$ cat config.mk
export PLATFORM = sky130hd
export DESIGN_NAME = lcd_mux_driver
export DESIGN_NICKNAME = d
export VERILOG_FILES = /design/src/rtl/lcd_mux_pkg.sv /design/src/rtl/lcd_mux_ctrl.sv /design/src/rtl/lcd_mux_datapath.sv /design/src/rtl/lcd_mux_driver.sv
export SDC_FILE = /design/constraint.sdc
export NUM_CORES = 1
export LEC_CHECK = 0
export ABC_AREA = 0
export BUFFER_PORTS_ARGS = -buffer_cell sky130_fd_sc_hd__buf_4
export CAP_MARGIN = 20
export CORE_UTILIZATION = 55
export CTS_CLUSTER_SIZE = 10
export DETAILED_ROUTE_END_ITERATION = 10
export PLACE_DENSITY = 0.82
export SYNTH_ARGS = -nofsm -noshare
export SYNTH_HDL_FRONTEND = slang
export SYNTH_SLANG_ARGS = --single-unit
$ cat constraint.sdc
create_clock -name clk -period 5.72 [get_ports clk]
set_input_delay 0.286 -clock clk [delete_from_list [all_inputs] [get_ports clk]]
set_output_delay 0.286 -clock clk [all_outputs]
set_load 0.005 [all_outputs]
$ cat src/rtl/lcd_mux_pkg.sv
package lcd_mux_pkg;

  // Drive level codes handed to the external level generator.
  typedef enum logic [1:0] {
    LVL_TOP   = 2'd0,
    LVL_HIMID = 2'd1,
    LVL_LOMID = 2'd2,
    LVL_DISP  = 2'd3
  } driveLevel_t;

  // Strobes from the control section to the datapath.
  typedef struct packed {
    logic frameEnd;   // last cycle of the current frame
    logic polarity;   // 0 = even frame, 1 = odd frame
    logic firstHalf;  // position lies in the first half of the frame
  } ctlStrobe_t;

endpackage

$ cat src/rtl/lcd_mux_ctrl.sv
module lcd_mux_ctrl
  import lcd_mux_pkg::*;
#(
  parameter int FRAME_DIV = 1200,
  parameter int NUM_BP    = 3,
  localparam int SLOT_W   = (NUM_BP > 1) ? $clog2(NUM_BP) : 1
) (
  input  logic              clk,
  input  logic              rstN,
  output ctlStrobe_t        strobe,
  output logic [SLOT_W-1:0] slotIdx
);

  localparam int SLOT_LEN = FRAME_DIV / NUM_BP;
  localparam int HALF     = FRAME_DIV / 2;
  localparam int CNT_W    = $clog2(FRAME_DIV);
  localparam int SC_W     = (SLOT_LEN > 1) ? $clog2(SLOT_LEN) : 1;

  logic [CNT_W-1:0] frameCnt;
  logic [SC_W-1:0]  slotCnt;
  logic             polarity;
  logic             frameEnd;
  logic             slotEnd;

  assign frameEnd = (frameCnt == CNT_W'(FRAME_DIV - 1));
  assign slotEnd  = (slotCnt == SC_W'(SLOT_LEN - 1));

  always_ff @(posedge clk or negedge rstN) begin
    if (!rstN) begin
      frameCnt <= '0;
      slotCnt  <= '0;
      slotIdx  <= '0;
      polarity <= 1'b0;
    end else if (frameEnd) begin
      frameCnt <= '0;
      slotCnt  <= '0;
      slotIdx  <= '0;
      polarity <= ~polarity;
    end else begin
      frameCnt <= frameCnt + 1'b1;
      if (slotEnd) begin
        slotCnt <= '0;
        slotIdx <= slotIdx + 1'b1;
      end else begin
        slotCnt <= slotCnt + 1'b1;
      end
    end
  end

  always_comb begin
    strobe.frameEnd  = frameEnd;
    strobe.polarity  = polarity;
    strobe.firstHalf = (frameCnt < CNT_W'(HALF));
  end

endmodule

$ cat src/rtl/lcd_mux_datapath.sv
module lcd_mux_datapath
  import lcd_mux_pkg::*;
#(
  parameter int NUM_BP  = 3,
  parameter int NUM_SEG = 12,
  localparam int SLOT_W = (NUM_BP > 1) ? $clog2(NUM_BP) : 1,
  localparam int BITS_W = NUM_SEG * NUM_BP
) (
  input  logic                   clk,
  input  logic                   rstN,
  input  ctlStrobe_t             strobe,
  input  logic [SLOT_W-1:0]      slotIdx,
  input  logic [BITS_W-1:0]      segBits,
  output logic [2*NUM_BP-1:0]    bpDrive,
  output logic [2*NUM_SEG-1:0]   segDrive,
  output logic                   annunOut
);

  logic [BITS_W-1:0]    frameBits;
  logic [2*NUM_BP-1:0]  bpNext;
  logic [2*NUM_SEG-1:0] segNext;

  // Segment pattern held steady for one whole frame.
  always_ff @(posedge clk or negedge rstN) begin
    if (!rstN) frameBits <= '0;
    else if (strobe.frameEnd) frameBits <= segBits;
  end

  // Backplane level per line: rail in own slot, middle otherwise.
  for (genvar b = 0; b < NUM_BP; b++) begin : g_bp
    logic        isSel;
    driveLevel_t lvl;
    assign isSel = (slotIdx == SLOT_W'(b));
    always_comb begin
      if (isSel) lvl = strobe.polarity ? LVL_DISP : LVL_TOP;
      else       lvl = strobe.polarity ? LVL_HIMID : LVL_LOMID;
    end
    assign bpNext[2*b +: 2] = lvl;
  end

  // Segment level per line: opposite rail when lit, middle when dark.
  for (genvar s = 0; s < NUM_SEG; s++) begin : g_seg
    logic [NUM_BP-1:0] lineBits;
    logic              isLit;
    driveLevel_t       lvl;
    assign lineBits = frameBits[s*NUM_BP +: NUM_BP];
    assign isLit    = lineBits[slotIdx];
    always_comb begin
      if (isLit) lvl = strobe.polarity ? LVL_TOP : LVL_DISP;
      else       lvl = strobe.polarity ? LVL_LOMID : LVL_HIMID;
    end
    assign segNext[2*s +: 2] = lvl;
  end

  // Registered outputs so pad drive never glitches between levels.
  always_ff @(posedge clk or negedge rstN) begin
    if (!rstN) begin
      bpDrive  <= {NUM_BP{LVL_HIMID}};
      segDrive <= {NUM_SEG{LVL_HIMID}};
      annunOut <= 1'b0;
    end else begin
      bpDrive  <= bpNext;
      segDrive <= segNext;
      annunOut <= strobe.firstHalf;
    end
  end

endmodule

$ cat src/rtl/lcd_mux_driver.sv
module lcd_mux_driver
  import lcd_mux_pkg::*;
#(
  parameter int FRAME_DIV = 1200,
  parameter int NUM_BP    = 3,
  parameter int NUM_SEG   = 12
) (
  input  logic                        clk,
  input  logic                        rstN,
  input  logic [NUM_SEG*NUM_BP-1:0]   segBits,
  output logic [2*NUM_BP-1:0]         bpDrive,
  output logic [2*NUM_SEG-1:0]        segDrive,
  output logic                        annunOut
);

  localparam int SLOT_W = (NUM_BP > 1) ? $clog2(NUM_BP) : 1;

  ctlStrobe_t        strobe;
  logic [SLOT_W-1:0] slotIdx;

  lcd_mux_ctrl #(
    .FRAME_DIV (FRAME_DIV),
    .NUM_BP    (NUM_BP)
  ) u_ctrl (
    .clk     (clk),
    .rstN    (rstN),
    .strobe  (strobe),
    .slotIdx (slotIdx)
  );

  lcd_mux_datapath #(
    .NUM_BP  (NUM_BP),
    .NUM_SEG (NUM_SEG)
  ) u_dp (
    .clk      (clk),
    .rstN     (rstN),
    .strobe   (strobe),
    .slotIdx  (slotIdx),
    .segBits  (segBits),
    .bpDrive  (bpDrive),
    .segDrive (segDrive),
    .annunOut (annunOut)
  );

endmodule

Word-level counts from Yosys, hierarchy flattened
Cells that the tools add are included.
Widths: inputs -> output; s select.

storage, ports and cells
  register bits = 90
  input bits = 38
  output and inout port bits = 31
  logic and storage cells = 68

cells by class
  $add $sub $neg = 3
  order comparisons = 2
  eq/ne operators = 4
  mux-type cells = 48
  bitwise logic cells = 1
  reduce and logical (&&, ||, !) cells = 2

operator list
  kind                   number
  $mux 2                 21
  $bmux 1 s2             12
  $mux 9                 2
  $mux 1                 12
  $add 11x1->11 const B  1
  $eq 11x11->1 const B   1
  $lt 11x10->1 const B   1
  $mux 11                1
  $add 9x1->9 const B    1
  $eq 9x9->1 const B     1
  $lt 2x3->1 const B     1
  $add 2x1->2 const B    1
  $eq 2x1->1 const B     1
  $eq 2x2->1 const B     1
  $logic_not 2->1        1
  $reduce_bool 2->1      1
  $not 1->1              1

Longest topological paths before layout
  depth in word-level cells = 3
  gate-level depth with buffers = 7
  gate-level depth less buffers = 5

Cells and area by module
A second synthesis with hierarchy kept.

unflattened totals
  cell total of the unflattened synthesis = 298
  area total of the unflattened synthesis = 4140.2 um^2

by module, submodules not included
  module            instances  cells each  area an instance (um^2)
  lcd_mux_datapath  1          194         3045.4
  lcd_mux_ctrl      1          104         1094.8

Worst setup path before layout
Ideal clock, no wire load.

  path type = register to register
  start = register u_ctrl.frameCnt[0]
  end = register u_dp.frameBits[33]
  setup time = 0.125 ns
  arrival = 1.683 ns
  data required time = 5.595 ns
  setup slack = 3.912 ns
  cell stages (with the launch flop) = 6
  path buffers = 1
  period minus slack after synthesis = 1.808 ns
  path through = dfrtp_1 -> ha_1 -> nand4_4 -> or4_4 -> buf_6 -> mux2_4

between the ends
  word-level cells in the longest chain between the ends = 1

ends and longest elaborated chain
  element                   line                    text
  start: declaration        lcd_mux_ctrl.sv:19      logic [CNT_W-1:0] frameCnt;
  start signal: assignment  lcd_mux_ctrl.sv:40      frameCnt <= frameCnt + 1'b1;
  $eq 11x11->1              lcd_mux_ctrl.sv:25      assign frameEnd = (frameCnt == CNT_W'(FRAME_DIV - 1));
  end signal: assignment    lcd_mux_datapath.sv:26  else if (strobe.frameEnd) frameBits <= segBits;
  end: declaration          lcd_mux_datapath.sv:19  logic [BITS_W-1:0] frameBits;

Every way passes these cells.
A chain may end at the register's enable or synchronous reset.

Worst setup path after layout
  start = register u_ctrl.slotIdx[1]
  end = register u_dp.segDrive[6]

between the ends
  word-level cells in the longest chain between the ends = 3

ends and longest elaborated chain
  element                       line                    text
  start: declaration            lcd_mux_ctrl.sv:11      output logic [SLOT_W-1:0] slotIdx
  start signal: assignment      lcd_mux_ctrl.sv:43      slotIdx <= slotIdx + 1'b1;
  $bmux 1 s2                    lcd_mux_datapath.sv:47  assign isLit = lineBits[slotIdx];
  $mux 1 (implied by the code)  lcd_mux_datapath.sv:47
  $mux 2                        lcd_mux_datapath.sv:49  if (isLit) lvl = strobe.polarity ? LVL_TOP : LVL_DISP;
  net u_dp.g_seg[3].lvl[0]      lcd_mux_datapath.sv:45  driveLevel_t lvl;
  end signal: assignment        lcd_mux_datapath.sv:59  segDrive <= {NUM_SEG{LVL_HIMID}};
  end signal: assignment        lcd_mux_datapath.sv:63  segDrive <= segNext;
  end: declaration              lcd_mux_datapath.sv:15  output logic [2*NUM_SEG-1:0] segDrive,

The timed path passes the listed nets, and every way through them passes these cells. The select of a mux whose other input is x is not followed.

==> flow_summary.ini <==
[run_status]
status = completed

[cts]
numCtsBuffers = 9
cts_hold_buf = 0
cts_max_level = 3
clkSinkCount = 88
cts_tree = done
clk_pin_slew_ns = 0.09
postCtsSetupRepairBufs = 0
cts_resized = 0
clk_path_buf_depth = 2
worstSkewPairLatency_ns = 0.35
cts_root_buf = clkbuf_8

[synthesis]
synth-seq-cells = 88
synth_cell_types = 38
syn-num-nets = 379
syn-cell-area_mm2 = 0.004026
ys_warn_count = 0
syn_area_per_cell_um2 = 12.91
synth_seq_area_share_pct = 55.10
synth_cells = 312

[cells_and_area]
drive_above_1_share_pct = 40.36
layout.nets = 446
fill_cells = 510
seq_area_mm2 = 0.002218
n_antenna_cell = 0
fin_util_pct = 69.41
multiInputGateArea_mm2 = 0.001710
syn_to_final_growth_pct = 19.70

[global_route]
grt_max_degree = 89
grt_pass1_vias = 2584
grt_overflow = 0
antenna_found_initial = 0
track_usage_pct = 21.04
grt_pass1_wl_um = 12040

[setup_path]
start_kind = register
endpoint_kind = register
rr_worst_depth = 5
critical_path_required_ns = 6.00
crit_fanout = 24
reg2reg_slack_ns = 3.40
cp.arrival_ns = 2.61
critical_path_class = register to register

[pwr]
leakagePower_nw = 2.348
total_power_w = 0.001100
swShare_pct = 21.89
p_seq_share_pct = 56.8
power_density_mw_per_mm2 = 228.3
power_switching_w = 0.0002409
pwr-share-comb_pct = 3.4
clkPwrFrac_pct = 39.8
p_int_w = 0.0008594
vdd_drop_max_mv = 0.1726

[min_path]
holdPathStages = 2
hp-class = primary input to register

[timing]
post-route-period-util_pct = 40.64
max_freq_ghz = 0.4302
slew_headroom_pct = 40.40
slew_viol_final = 0
rsz0062_at_grt = false
fin_hold_ws_ns = 0.1555
finalSetupViolCount = 0
worstMarginPinSlew_ns = 0.8930
finalClockSkew_ns = 0.01569
fin_crit_ns = 2.325
hold_viol = 0
fin_setup_tns_ns = 0

[placed_design]
hpwl_um = 4921
io_buffers = 68
gp_congestion = 0.8044

[drt]
antenna_left = 0
vias = 2586
totalWireLength_um = 7341
remaining_drc_errors = 0
dr.pass1.iters = 6
wl_per_cell_um = 15.29
vias_per_cell = 5.388
drtIter0Drc = 61

[floorplan]
fp.dieW_um = 87.56
start_util_pct = 57.98
die_height_um = 87.56
die_area_mm2 = 0.007667
rows = 30
ioPinCount = 69
fp.coreArea_mm2 = 0.006944

[job]
cap_violations = 0
==> synthesized netlist by cell type (all sizes together) <==
| master | n | share of area, % |
|---|---|---|
| dfrtp | 75 | 47 |
| mux2 | 36 | 10 |
| ha | 29 | 9.0 |
| a21oi | 18 | 2.2 |
| nor2 | 18 | 1.7 |
| a21o | 13 | 2.4 |
| dfstp | 13 | 8.5 |
| mux2i | 12 | 3.0 |
| or2 | 12 | 1.9 |
| buf | 10 | 1.5 |
| nand3 | 9 | 1.1 |
| xnor2 | 9 | 2.0 |
| o21ai | 8 | 0.99 |
| nand4 | 7 | 1.5 |
| or3 | 6 | 0.93 |
| clkbuf | 5 | 0.50 |
| inv | 5 | 0.47 |
| a211oi | 4 | 0.75 |
| nor3 | 4 | 0.50 |
| xor2 | 4 | 0.87 |
| nand2 | 3 | 0.28 |
| and2 | 2 | 0.37 |
| and4 | 2 | 0.47 |
| or4 | 2 | 0.50 |
| a211o | 1 | 0.22 |
| nand4bb | 1 | 0.28 |
| nor4 | 1 | 0.53 |
| nor4b | 1 | 0.22 |
| o31ai | 1 | 0.19 |
| or4b | 1 | 0.25 |
==> state kept, by name, summed over array words and instances, names as in the netlist <==
signal / flops
u_ctrl.polarity: 1
u_ctrl.frameCnt: 11
u_ctrl.slotCnt: 9
u_dp.bpDrive: 4
u_ctrl.slotIdx: 2
u_dp.segDrive: 24
u_dp.frameBits: 36
u_dp.annunOut: 1
==> final timing paths <==
check                                  start                end
max                        u_ctrl.slotIdx[1]   u_dp.segDrive[6]
min                               segBits[1]  u_dp.frameBits[1]
max reg2reg                u_ctrl.slotIdx[1]   u_dp.segDrive[6]
min reg2reg                  u_ctrl.polarity    u_dp.bpDrive[4]
max in group asynchronous               rstN  u_dp.segDrive[14]
min in group asynchronous               rstN      u_dp.annunOut
==> stage by stage <==
stage | cell area (um2) | cells | setup slack, ns
finish | 4820 | 480 | 3.395
global route | 4820 | 480 | 3.211
CTS | 4790 | 478 | 3.394
detailed placement | 4586 | 462 | 3.405
global placement | 4586 | 462 | 3.543
floorplan | 4026 | 312 | 3.912
==> power groups by stage <==
stage          sequential (W)  combinational, W  clock [W]
4_1_cts              0.000625         0.0000360   0.000443
3_3_place_gp         0.000637         0.0000355          0
2_1_floorplan        0.000637        0.00000321          0
3_5_place_dp         0.000637         0.0000360          0
6_report             0.000625         0.0000372   0.000438
5_1_grt              0.000626         0.0000421   0.000468
==> per-layer routing <==
metal	GRT usage, %	vias to the layer above	wire (um)
li1	-	1235	-
met1	25.67	1279	3142
met2	36.65	60	3815
met3	4.336	12	253
met4	8.495	0	129
met5	0	-	0
==> cells by family after synthesis <==
family / count (synthesis) / share of synthesized area (%)
multiplexers: 48 / 13.33
XOR/XNOR: 13 / 2.828
adder cells (fa/ha/maj): 29 / 9.012
flip-flops: 88 / 55.10
buffers and inverters: 20 / 2.486
AO/OA/AOI/OAI: 45 / 6.806
AND/OR/NAND/NOR: 69 / 10.44
==> placed cells by master (no fill, tap or decap), types with 4 or more instances in the layout <==
cell type   n
or3_1       6
mux2i_1    12
or2_2      12
a211oi_1    4
a21oi_1    18
mux2_2     32
dfrtp_1    75
ha_1       29
nor2_1     17
xnor2_1     9
dfstp_2    13
xor2_1      4
inv_1       5
buf_4      69
nand3_1     9
nor3_1      4
o21ai_0     8
clkbuf_8   10
nand4_1     6
a21o_1     13
==> worst max-delay path, cell delays in order (launching register included) <==
cell and delay [ns]:
dfrtp_1 0.66, inv_1 0.16, nor2_2 0.73, a21oi_1 0.20, ha_1 0.23, or2_2 0.27
==> final cells by class <==
cell class              count  share of cell area [%]
flip-flops and latches     88                   46.03
repair buffers             71                   11.37
multi-input cells         204                   35.49
clock inverters             6                   1.376
inverters                   5                  0.3894
clock buffers              10                   2.856
well taps                  96                   2.492
No activity file was read; power rests on OpenSTA's default activity.
